--- src/rtl/capture_pkg.sv ---
package capture_pkg;

  typedef struct packed {
    logic fld;
    logic vblank;
    logic hblank;
  } code_flags_t;

  typedef enum logic [1:0] {
    SY_IDLE = 2'd0,
    SY_FF   = 2'd1,
    SY_Z1   = 2'd2,
    SY_Z2   = 2'd3
  } sync_state_e;

  function automatic logic is_reserved(input logic [7:0] b);
    return (b == 8'h00) || (b == 8'hFF);
  endfunction

endpackage

--- src/rtl/sync_code_finder.sv ---
module sync_code_finder
  import capture_pkg::*;
(
  input  logic        clk,
  input  logic        rst_n,
  input  logic        in_valid,
  input  logic [7:0]  in_data,
  output logic        code_stb,
  output code_flags_t code_flags
);

  sync_state_e st;

  always_ff @(posedge clk or negedge rst_n) begin
    if (!rst_n) begin
      st <= SY_IDLE;
    end else if (in_valid) begin
      unique case (st)
        SY_IDLE: st <= (in_data == 8'hFF) ? SY_FF : SY_IDLE;
        SY_FF: begin
          if (in_data == 8'h00)      st <= SY_Z1;
          else if (in_data == 8'hFF) st <= SY_FF;
          else                       st <= SY_IDLE;
        end
        SY_Z1: begin
          if (in_data == 8'h00)      st <= SY_Z2;
          else if (in_data == 8'hFF) st <= SY_FF;
          else                       st <= SY_IDLE;
        end
        SY_Z2:   st <= SY_IDLE;
        default: st <= SY_IDLE;
      endcase
    end
  end

  // status byte sits in the fourth accepted position of the run
  assign code_stb          = in_valid && (st == SY_Z2) && in_data[7];
  assign code_flags.fld    = in_data[6];
  assign code_flags.vblank = in_data[5];
  assign code_flags.hblank = in_data[4];

endmodule

--- src/rtl/field_line_tracker.sv ---
module field_line_tracker
  import capture_pkg::*;
#(
  parameter int LINES = 240,
  localparam int LW = $clog2(LINES + 1)
) (
  input  logic          clk,
  input  logic          rst_n,
  input  logic          code_stb,
  input  code_flags_t   code_flags,
  output logic          active,
  output logic          field,
  output logic [LW-1:0] line_idx,
  output logic          sav_stb,
  output logic          frame_done
);

  localparam logic [LW-1:0] LAST_LINE = LW'(LINES - 1);
  localparam logic [LW-1:0] LINE_CAP  = LW'(LINES);

  logic first_stored;
  logic eav_stb;

  assign sav_stb = code_stb && !code_flags.vblank && !code_flags.hblank;
  assign eav_stb = code_stb && !code_flags.vblank && code_flags.hblank;

  always_ff @(posedge clk or negedge rst_n) begin
    if (!rst_n) begin
      active       <= 1'b0;
      field        <= 1'b0;
      line_idx     <= '0;
      first_stored <= 1'b0;
      frame_done   <= 1'b0;
    end else begin
      frame_done <= 1'b0;
      if (code_stb && code_flags.vblank) begin
        active   <= 1'b0;
        line_idx <= '0;
      end else if (sav_stb) begin
        active <= 1'b1;
        field  <= code_flags.fld;
      end else if (eav_stb && active) begin
        active <= 1'b0;
        if (line_idx != LINE_CAP) line_idx <= line_idx + 1'b1;
        if (line_idx == LAST_LINE) begin
          if (!field) begin
            first_stored <= 1'b1;
          end else if (first_stored) begin
            frame_done   <= 1'b1;
            first_stored <= 1'b0;
          end
        end
      end
    end
  end

  p_line_bound_r7: assert property (@(posedge clk) disable iff (!rst_n)
    line_idx <= LINE_CAP);

  p_done_single_r9: assert property (@(posedge clk) disable iff (!rst_n)
    frame_done |=> !frame_done);

endmodule

--- src/rtl/luma_row_writer.sv ---
module luma_row_writer
  import capture_pkg::*;
#(
  parameter int PIX   = 720,
  parameter int LINES = 240,
  localparam int LW     = $clog2(LINES + 1),
  localparam int CW     = $clog2(PIX + 1),
  localparam int ADDR_W = $clog2(2 * LINES * PIX)
) (
  input  logic              clk,
  input  logic              rst_n,
  input  logic              in_valid,
  input  logic [7:0]        in_data,
  input  logic              code_stb,
  input  logic              sav_stb,
  input  logic              active,
  input  logic              field,
  input  logic [LW-1:0]     line_idx,
  output logic              wr_en,
  output logic [ADDR_W-1:0] wr_addr,
  output logic [7:0]        wr_data
);

  localparam logic [CW-1:0]     PIX_C   = CW'(PIX);
  localparam logic [LW-1:0]     LINES_L = LW'(LINES);
  localparam logic [ADDR_W-1:0] PIX_A   = ADDR_W'(PIX);
  localparam int                FRAME   = 2 * LINES * PIX;

  logic              luma_phase;
  logic [CW-1:0]     col;
  logic              sample_stb;
  logic              take;
  logic [ADDR_W-1:0] row_a;
  logic [ADDR_W-1:0] addr_n;

  assign sample_stb = in_valid && active && !code_stb;

  always_comb begin
    take   = sample_stb && luma_phase && (col < PIX_C) && (line_idx < LINES_L)
             && !is_reserved(in_data);
    row_a  = ADDR_W'({line_idx, field});
    addr_n = row_a * PIX_A + ADDR_W'(col);
  end

  always_ff @(posedge clk or negedge rst_n) begin
    if (!rst_n) begin
      luma_phase <= 1'b0;
      col        <= '0;
    end else if (sav_stb) begin
      luma_phase <= 1'b0;
      col        <= '0;
    end else if (sample_stb) begin
      luma_phase <= !luma_phase;
      if (luma_phase && col != PIX_C) col <= col + 1'b1;
    end
  end

  always_ff @(posedge clk or negedge rst_n) begin
    if (!rst_n) begin
      wr_en   <= 1'b0;
      wr_addr <= '0;
      wr_data <= '0;
    end else begin
      wr_en <= take;
      if (take) begin
        wr_addr <= addr_n;
        wr_data <= in_data;
      end
    end
  end

  p_addr_range_r7: assert property (@(posedge clk) disable iff (!rst_n)
    wr_en |-> (int'(wr_addr) < FRAME));

  p_no_reserved_r8: assert property (@(posedge clk) disable iff (!rst_n)
    wr_en |-> (wr_data != 8'h00 && wr_data != 8'hFF));

  p_write_follows_byte_r10: assert property (@(posedge clk) disable iff (!rst_n)
    wr_en |-> $past(in_valid));

endmodule

--- src/rtl/luma_weave_capture.sv ---
module luma_weave_capture
  import capture_pkg::*;
#(
  parameter int PIX   = 720,
  parameter int LINES = 240,
  localparam int ADDR_W = $clog2(2 * LINES * PIX)
) (
  input  logic              clk,
  input  logic              rst_n,
  input  logic              in_valid,
  input  logic [7:0]        in_data,
  output logic              in_ready,
  output logic              wr_en,
  output logic [ADDR_W-1:0] wr_addr,
  output logic [7:0]        wr_data,
  output logic              frame_done
);

  localparam int LW = $clog2(LINES + 1);

  logic          code_stb;
  code_flags_t   code_flags;
  logic          active;
  logic          field;
  logic [LW-1:0] line_idx;
  logic          sav_stb;

  always_ff @(posedge clk or negedge rst_n) begin
    if (!rst_n) in_ready <= 1'b0;
    else        in_ready <= 1'b1;
  end

  sync_code_finder u_finder (
    .clk        (clk),
    .rst_n      (rst_n),
    .in_valid   (in_valid),
    .in_data    (in_data),
    .code_stb   (code_stb),
    .code_flags (code_flags)
  );

  field_line_tracker #(.LINES(LINES)) u_tracker (
    .clk        (clk),
    .rst_n      (rst_n),
    .code_stb   (code_stb),
    .code_flags (code_flags),
    .active     (active),
    .field      (field),
    .line_idx   (line_idx),
    .sav_stb    (sav_stb),
    .frame_done (frame_done)
  );

  luma_row_writer #(.PIX(PIX), .LINES(LINES)) u_writer (
    .clk      (clk),
    .rst_n    (rst_n),
    .in_valid (in_valid),
    .in_data  (in_data),
    .code_stb (code_stb),
    .sav_stb  (sav_stb),
    .active   (active),
    .field    (field),
    .line_idx (line_idx),
    .wr_en    (wr_en),
    .wr_addr  (wr_addr),
    .wr_data  (wr_data)
  );

  p_ready_after_reset_r1: assert property (@(posedge clk) disable iff (!rst_n)
    $past(rst_n) |-> in_ready);

endmodule

--- config.mk ---
export PLATFORM = sky130hd
export DESIGN_NAME = luma_weave_capture
export DESIGN_NICKNAME = d
export VERILOG_FILES = /design/src/rtl/capture_pkg.sv /design/src/rtl/sync_code_finder.sv /design/src/rtl/field_line_tracker.sv /design/src/rtl/luma_row_writer.sv /design/src/rtl/luma_weave_capture.sv
export SDC_FILE = /design/constraint.sdc
export NUM_CORES = 1
export LEC_CHECK = 0
export ABC_AREA = 1
export BUFFER_PORTS_ARGS = -buffer_cell sky130_fd_sc_hd__buf_2
export CORE_MARGIN = 2
export CORE_UTILIZATION = 62
export CTS_BUF_LIST = sky130_fd_sc_hd__clkbuf_8
export CTS_CLUSTER_DIAMETER = 120
export DETAILED_ROUTE_END_ITERATION = 8
export GPL_TIMING_DRIVEN = 0
export PLACE_DENSITY_LB_ADDON = 0.05
export SETUP_SLACK_MARGIN = 0.15
export SKIP_CTS_REPAIR_TIMING = 1
export SYNTH_ARGS = -nofsm -noshare
export SYNTH_HDL_FRONTEND = slang
export SYNTH_HIERARCHICAL = 1
export SYNTH_SLANG_ARGS = --single-unit
--- constraint.sdc ---
create_clock -name clk -period 4.7 [get_ports clk]
set_input_delay 0 -clock clk [delete_from_list [all_inputs] [get_ports clk]]
set_output_delay 0 -clock clk [all_outputs]
set_load 0.03 [all_outputs]
* Word level (Yosys, flattened, before mapping)
Cells that the tools add are included.
** Word-level totals
- Register bits after elaboration :: 54
- Latch bits :: 0
- Memory bits (writable) :: 0
- ROM bits :: 0
- Bits of input ports :: 11
- Output and inout bits :: 30
- Logic and storage cells :: 82
- Memories :: 0
** Cells by class
- $add $sub $neg :: 3
- $mul :: 1
- Div/mod/pow operators :: 0
- Magnitude comparators :: 2
- Equal/unequal tests :: 8
- Shifts and indexed selects :: 0
- Mux-type cells :: 23
- Bitwise gates (word level) :: 2
- Reduce and logical (&&, ||, !) cells :: 31
** Operators with widths (count)
- 8-bit 2-to-1 mux :: 4
- 10-bit 2-to-1 mux :: 3
- 19-bit by 10-bit adder with 19-bit output :: 1
- 8-bit == test, second input constant :: 2
- 9-bit by 6-bit multiplier with 15-bit output, second input constant :: 1
- 1-bit logical AND :: 14
- 1-bit 2-to-1 mux :: 13
- 10-bit by 1-bit adder with 10-bit output, second input constant :: 1
- 10-bit less-than comparator, second input constant :: 1
- 10-bit inequality test, second input constant :: 1
- 8-bit by 1-bit adder with 8-bit output, second input constant :: 1
- 8-bit zero test :: 1
- 8-bit less-than comparator, second input constant :: 1
- 8-bit inequality test, second input constant :: 1
- 2-bit case mux with 4 select lines :: 1
- 2-bit nonzero test :: 4
- 1-bit zero test :: 5
- 2-bit == test, second input constant :: 2
- 2-bit 2-to-1 mux :: 2
- 2-bit AND reduction :: 2
- 4-bit AND reduction :: 1
- 3-bit AND reduction :: 1
- 3-bit nonzero test :: 1
- 2-bit by 1-bit == test with 1-bit output, second input constant :: 1
- other kinds (4) :: 5

* Longest topological paths before layout
- Word-level depth :: 9
- Gate-level depth with buffers :: 20
- Gate-level depth less buffers :: 20

* Modules after synthesis
The synthesis kept the hierarchy.
** Modules (own cells, without submodules)
- luma_row_writer :: times used 1, cells an instance 440, area an instance 3251.9 sq um, sequential area each 975.9 sq um
- field_line_tracker :: times used 1, cells an instance 96, area an instance 738.2 sq um, sequential area each 300.3 sq um
- sync_code_finder :: times used 1, cells an instance 32, area an instance 186.4 sq um, sequential area each 50.0 sq um
- luma_weave_capture :: times used 1, cells an instance 2, area an instance 28.8 sq um, sequential area each 25.0 sq um

* Worst setup path after synthesis
Ideal clock, no wire load.
- Path type :: flip-flop to flip-flop
- From :: register u_tracker.line_idx[1]
- To :: register u_writer.wr_addr[18]
- Library setup time :: 117 ps
- Arrival :: 3383 ps
- Required time :: 4583 ps
- Setup slack :: 1200 ps
- Stages on the path, launching flop included :: 16
- Buffers on the path :: 0
- Period minus slack after synthesis :: 3500 ps
- Cells stage by stage :: dfrtp_1 ha_1 ha_1 inv_1 fa_1 inv_1 ha_1 fa_1 ha_1 nand2_1 o211ai_1 nand3_2 nor2_2 nand3_1 nand3_1 nand2_1
** Between the ends
- Word-level cells in the longest chain between the ends :: 3
- Elaborated cells between the ends (all ways) :: 5
- Classes of those cells :: 1 x add/sub; 1 x mul; 1 x order compare; 2 x reduce/logical
** Ends and longest elaborated chain
- from (decl) :: RTL line field_line_tracker.sv:13 : output logic [LW-1:0] line_idx,
- from (signal assigned) :: RTL line field_line_tracker.sv:44 : if (line_idx != LINE_CAP) line_idx <= line_idx + 1'b1;
- parallel branches: the longest is 3 deep, another holds 19-bit by 10-bit adder with 19-bit output
- to (signal assigned) :: RTL line luma_row_writer.sv:66 : wr_addr <= addr_n;
- to (decl) :: RTL line luma_row_writer.sv:20 : output logic [ADDR_W-1:0] wr_addr,
Several ways; the timed one is not identified.
A chain may end at the register's enable or synchronous reset.

* Worst setup path after layout
Ends and elaborated chain as after synthesis.

==> impl_metrics.yaml <==
pwr:
  power_frac_clock: 0.214
  ir_drop_v: 0.000208
  power_leakage_nw: 2.60
  internal-power_mw: 0.800
  power_density_nw_per_um2: 278
  p_sw_frac: 0.390
  power_switching_mw: 0.511
  seqPwrFrac: 0.476
  total_power_mw: 1.31
  combPwrFrac: 0.311
logic_synthesis:
  avgSynthCellArea_um2: 7.38
  yosysWarnings: 6
  synth_flop_cell: "dfrtp_1"
  synth_seq_cells: 54
  netlist_area_um2: 4210
  syn_inst: 570
  async_flop_share: 1.00
  ys_seq_area_frac: 0.321
  synth_edf_count: 0
  ys_types: 42
  synth_nets: 631
clock_network:
  cts_max_path_buffers: 2
  cts_sinks: 54
  insertion_delay_ns: 0.31
  cts_root_buffer: "clkbuf_8"
  path_clk_slew_ns: 0.11
  h-tree-depth: 2
  cts_buffers: 5
  cts_tree: "done"
place:
  port_buffers: 40
  place_congestion: 0.904
  dpl_cell_area_um2: 4510
  dp_cells: 690
  hpwl_um: 6630
  pre_cts_ws_ns: 0.923
worst_setup_path:
  cp.arrival_ns: 4.00
  end_kind: "flip-flop"
  crit_required_ns: 4.90
  worstSetupPathType: "reg2reg"
  r2r_cells: 15
  crit_path_start_kind: "flip-flop"
  cp_max_fo: 7
routing:
  drt_iter0_markers: 196
  wl_per_cell_um: 12.3
  viasPerCell: 5.19
  ant_nets: 0
  first_pass_iters: 4
  drcViolationCount: 0
  routed_wl_um: 8670
  vias: 3676
timing:
  slew_headroom: 0.634
  skew_ns: 0.0115
  worst_slack_ns: 0.901
  setup_tns_ns: 0
  setup_violations: 0
  slew_violations: 0
  period_needed_ns: 3.80
  finalHoldViolations: 1
  max_freq_ghz: 0.263
  worst_pin_slew_ns: 0.547
  fin_crit_sh: 0.808
  rsz0062_at_grt: "no"
  whs_ns: -0.0276
worst_hold_path:
  min_path_cells: 3
  hold_path_class: "in2reg"
floorplanning:
  num_rows: 30
  initial_utilization: 0.629
  core_area_um2: 6680
  die_height_um: 86.4
  die-width_um: 86.4
  boundaryPins: 41
  dieArea_um2: 7460
layout:
  antenna_cells: 0
  area_delta_synth_final_pct: 12.1
  design_area_um2: 4710
  seq_area_um2: 1350
  final_nets: 688
  stdcell_count: 708
  fillers: 590
  drive_above_1_share: 0.142
  final_util: 0.706
  multi_input_area_um2: 2430
global_routing:
  antenna_found_initial: 0
  globalRouteOverflowTotal: 0
  grt_pass1_vias: 3293
  grt_pass1_wl_um: 14700
  grt_start_max_net_pins: 55
  grt_usage: 0.242
status:
  outcome: "complete, but fails checks"
  violations: "hold timing"
job:
  maxCapViolations: 0
-- power groups by stage --
stage               clock, mW  sequential [mW]  combinational, mW
floorplan                   0            0.732              0.169
global placement            0            0.628              0.393
detailed placement          0            0.632              0.401
CTS                     0.288            0.624              0.402
global route            0.304            0.637              0.460
finish                  0.280            0.623              0.408
-- worst max-delay path: stages (launching register included) --
cell,delay (ns)
dfrtp_1,0.48
ha_1,0.38
ha_1,0.28
inv_1,0.05
fa_1,0.50
inv_1,0.04
ha_1,0.24
fa_1,0.44
ha_1,0.34
nand2_1,0.08
o211ai_1,0.34
nand3_2,0.16
nor2_2,0.15
nand3_1,0.08
nand3_1,0.09
nand2_1,0.05
-- cells in the final DEF, fill, tap and decap left out, types with 8 or more instances in the layout --
cell,n
xor2_1,9
dlygate4sd3_1,9
nand3_1,40
fa_1,12
inv_1,89
o21ai_0,21
nor2_1,33
nor3_1,8
buf_2,45
nand4_1,9
dfrtp_1,54
ha_1,38
nand2_1,174
a21oi_1,17
-- routing by layer --
layer / track usage / up-vias / share of wire
met5: 0 / - / 0
met3: 0.0276 / 4 / 0.031
li1: - / 1912 / -
met1: 0.334 / 1677 / 0.48
met2: 0.413 / 83 / 0.49
met4: 0.0497 / 0 / 0.0042
-- registers in the layout, indices dropped and copies added, names as in the netlist --
| register | cells |
|---|---|
| u_writer/wr_data | 8 |
| u_tracker/field | 1 |
| u_writer/col | 10 |
| u_tracker/active | 1 |
| u_tracker/first_stored | 1 |
| u_finder/st | 2 |
| in_ready | 1 |
| u_tracker/line_idx | 8 |
| u_writer/wr_addr | 19 |
| u_writer/wr_en | 1 |
| u_tracker/frame_done | 1 |
| u_writer/luma_phase | 1 |
-- cell type report --
class	count	share of cell area
Sequential cell	54	0.287
Tap cell	80	0.0212
Inverter	96	0.0764
Clock inverter	2	0.00345
Clock buffer	6	0.0175
Multi-Input combinational cell	409	0.515
Timing Repair Buffer	50	0.0658
Buffer	11	0.0141
-- kinds of logic after synthesis --
kind of cell	count (synthesis)	share of synthesized area
compound gates	58	0.0800
xor+xnor	12	0.0268
flops	54	0.321
other cells	1	0.000892
fa+ha+maj	50	0.170
simple gates	288	0.299
buf+inv	107	0.101
-- worst paths after layout --
check | from | slack [ns] | to
hold / removal | in_data[4] | -0.03 | u_writer/wr_data[4]
setup / recovery | u_tracker/line_idx[1] | 0.90 | u_writer/wr_addr[18]
setup reg to reg | u_tracker/line_idx[1] | 0.90 | u_writer/wr_addr[18]
hold reg to reg | u_writer/wr_addr[14] | 0.48 | u_writer/wr_addr[14]
max in group asynchronous | rst_n | 4.04 | u_tracker/first_stored
min in group asynchronous | rst_n | 0.13 | u_tracker/line_idx[6]
-- Yosys cell counts, types with 4 or more instances --
master / count / area share
a21oi_1: 17 / 0.020
buf_2: 5 / 0.0059
dfrtp_1: 54 / 0.32
fa_1: 12 / 0.057
ha_1: 38 / 0.11
inv_1: 89 / 0.079
inv_2: 6 / 0.0054
nand2_1: 174 / 0.16
nand2_2: 5 / 0.0074
nand3_1: 40 / 0.048
nand4_1: 9 / 0.013
nor2_1: 33 / 0.029
nor2_2: 4 / 0.0059
nor3_1: 8 / 0.0095
o21ai_0: 21 / 0.025
o21ai_1: 6 / 0.0071
o21ai_2: 5 / 0.010
xor2_1: 9 / 0.019
(Power assumes the default switching activity.)
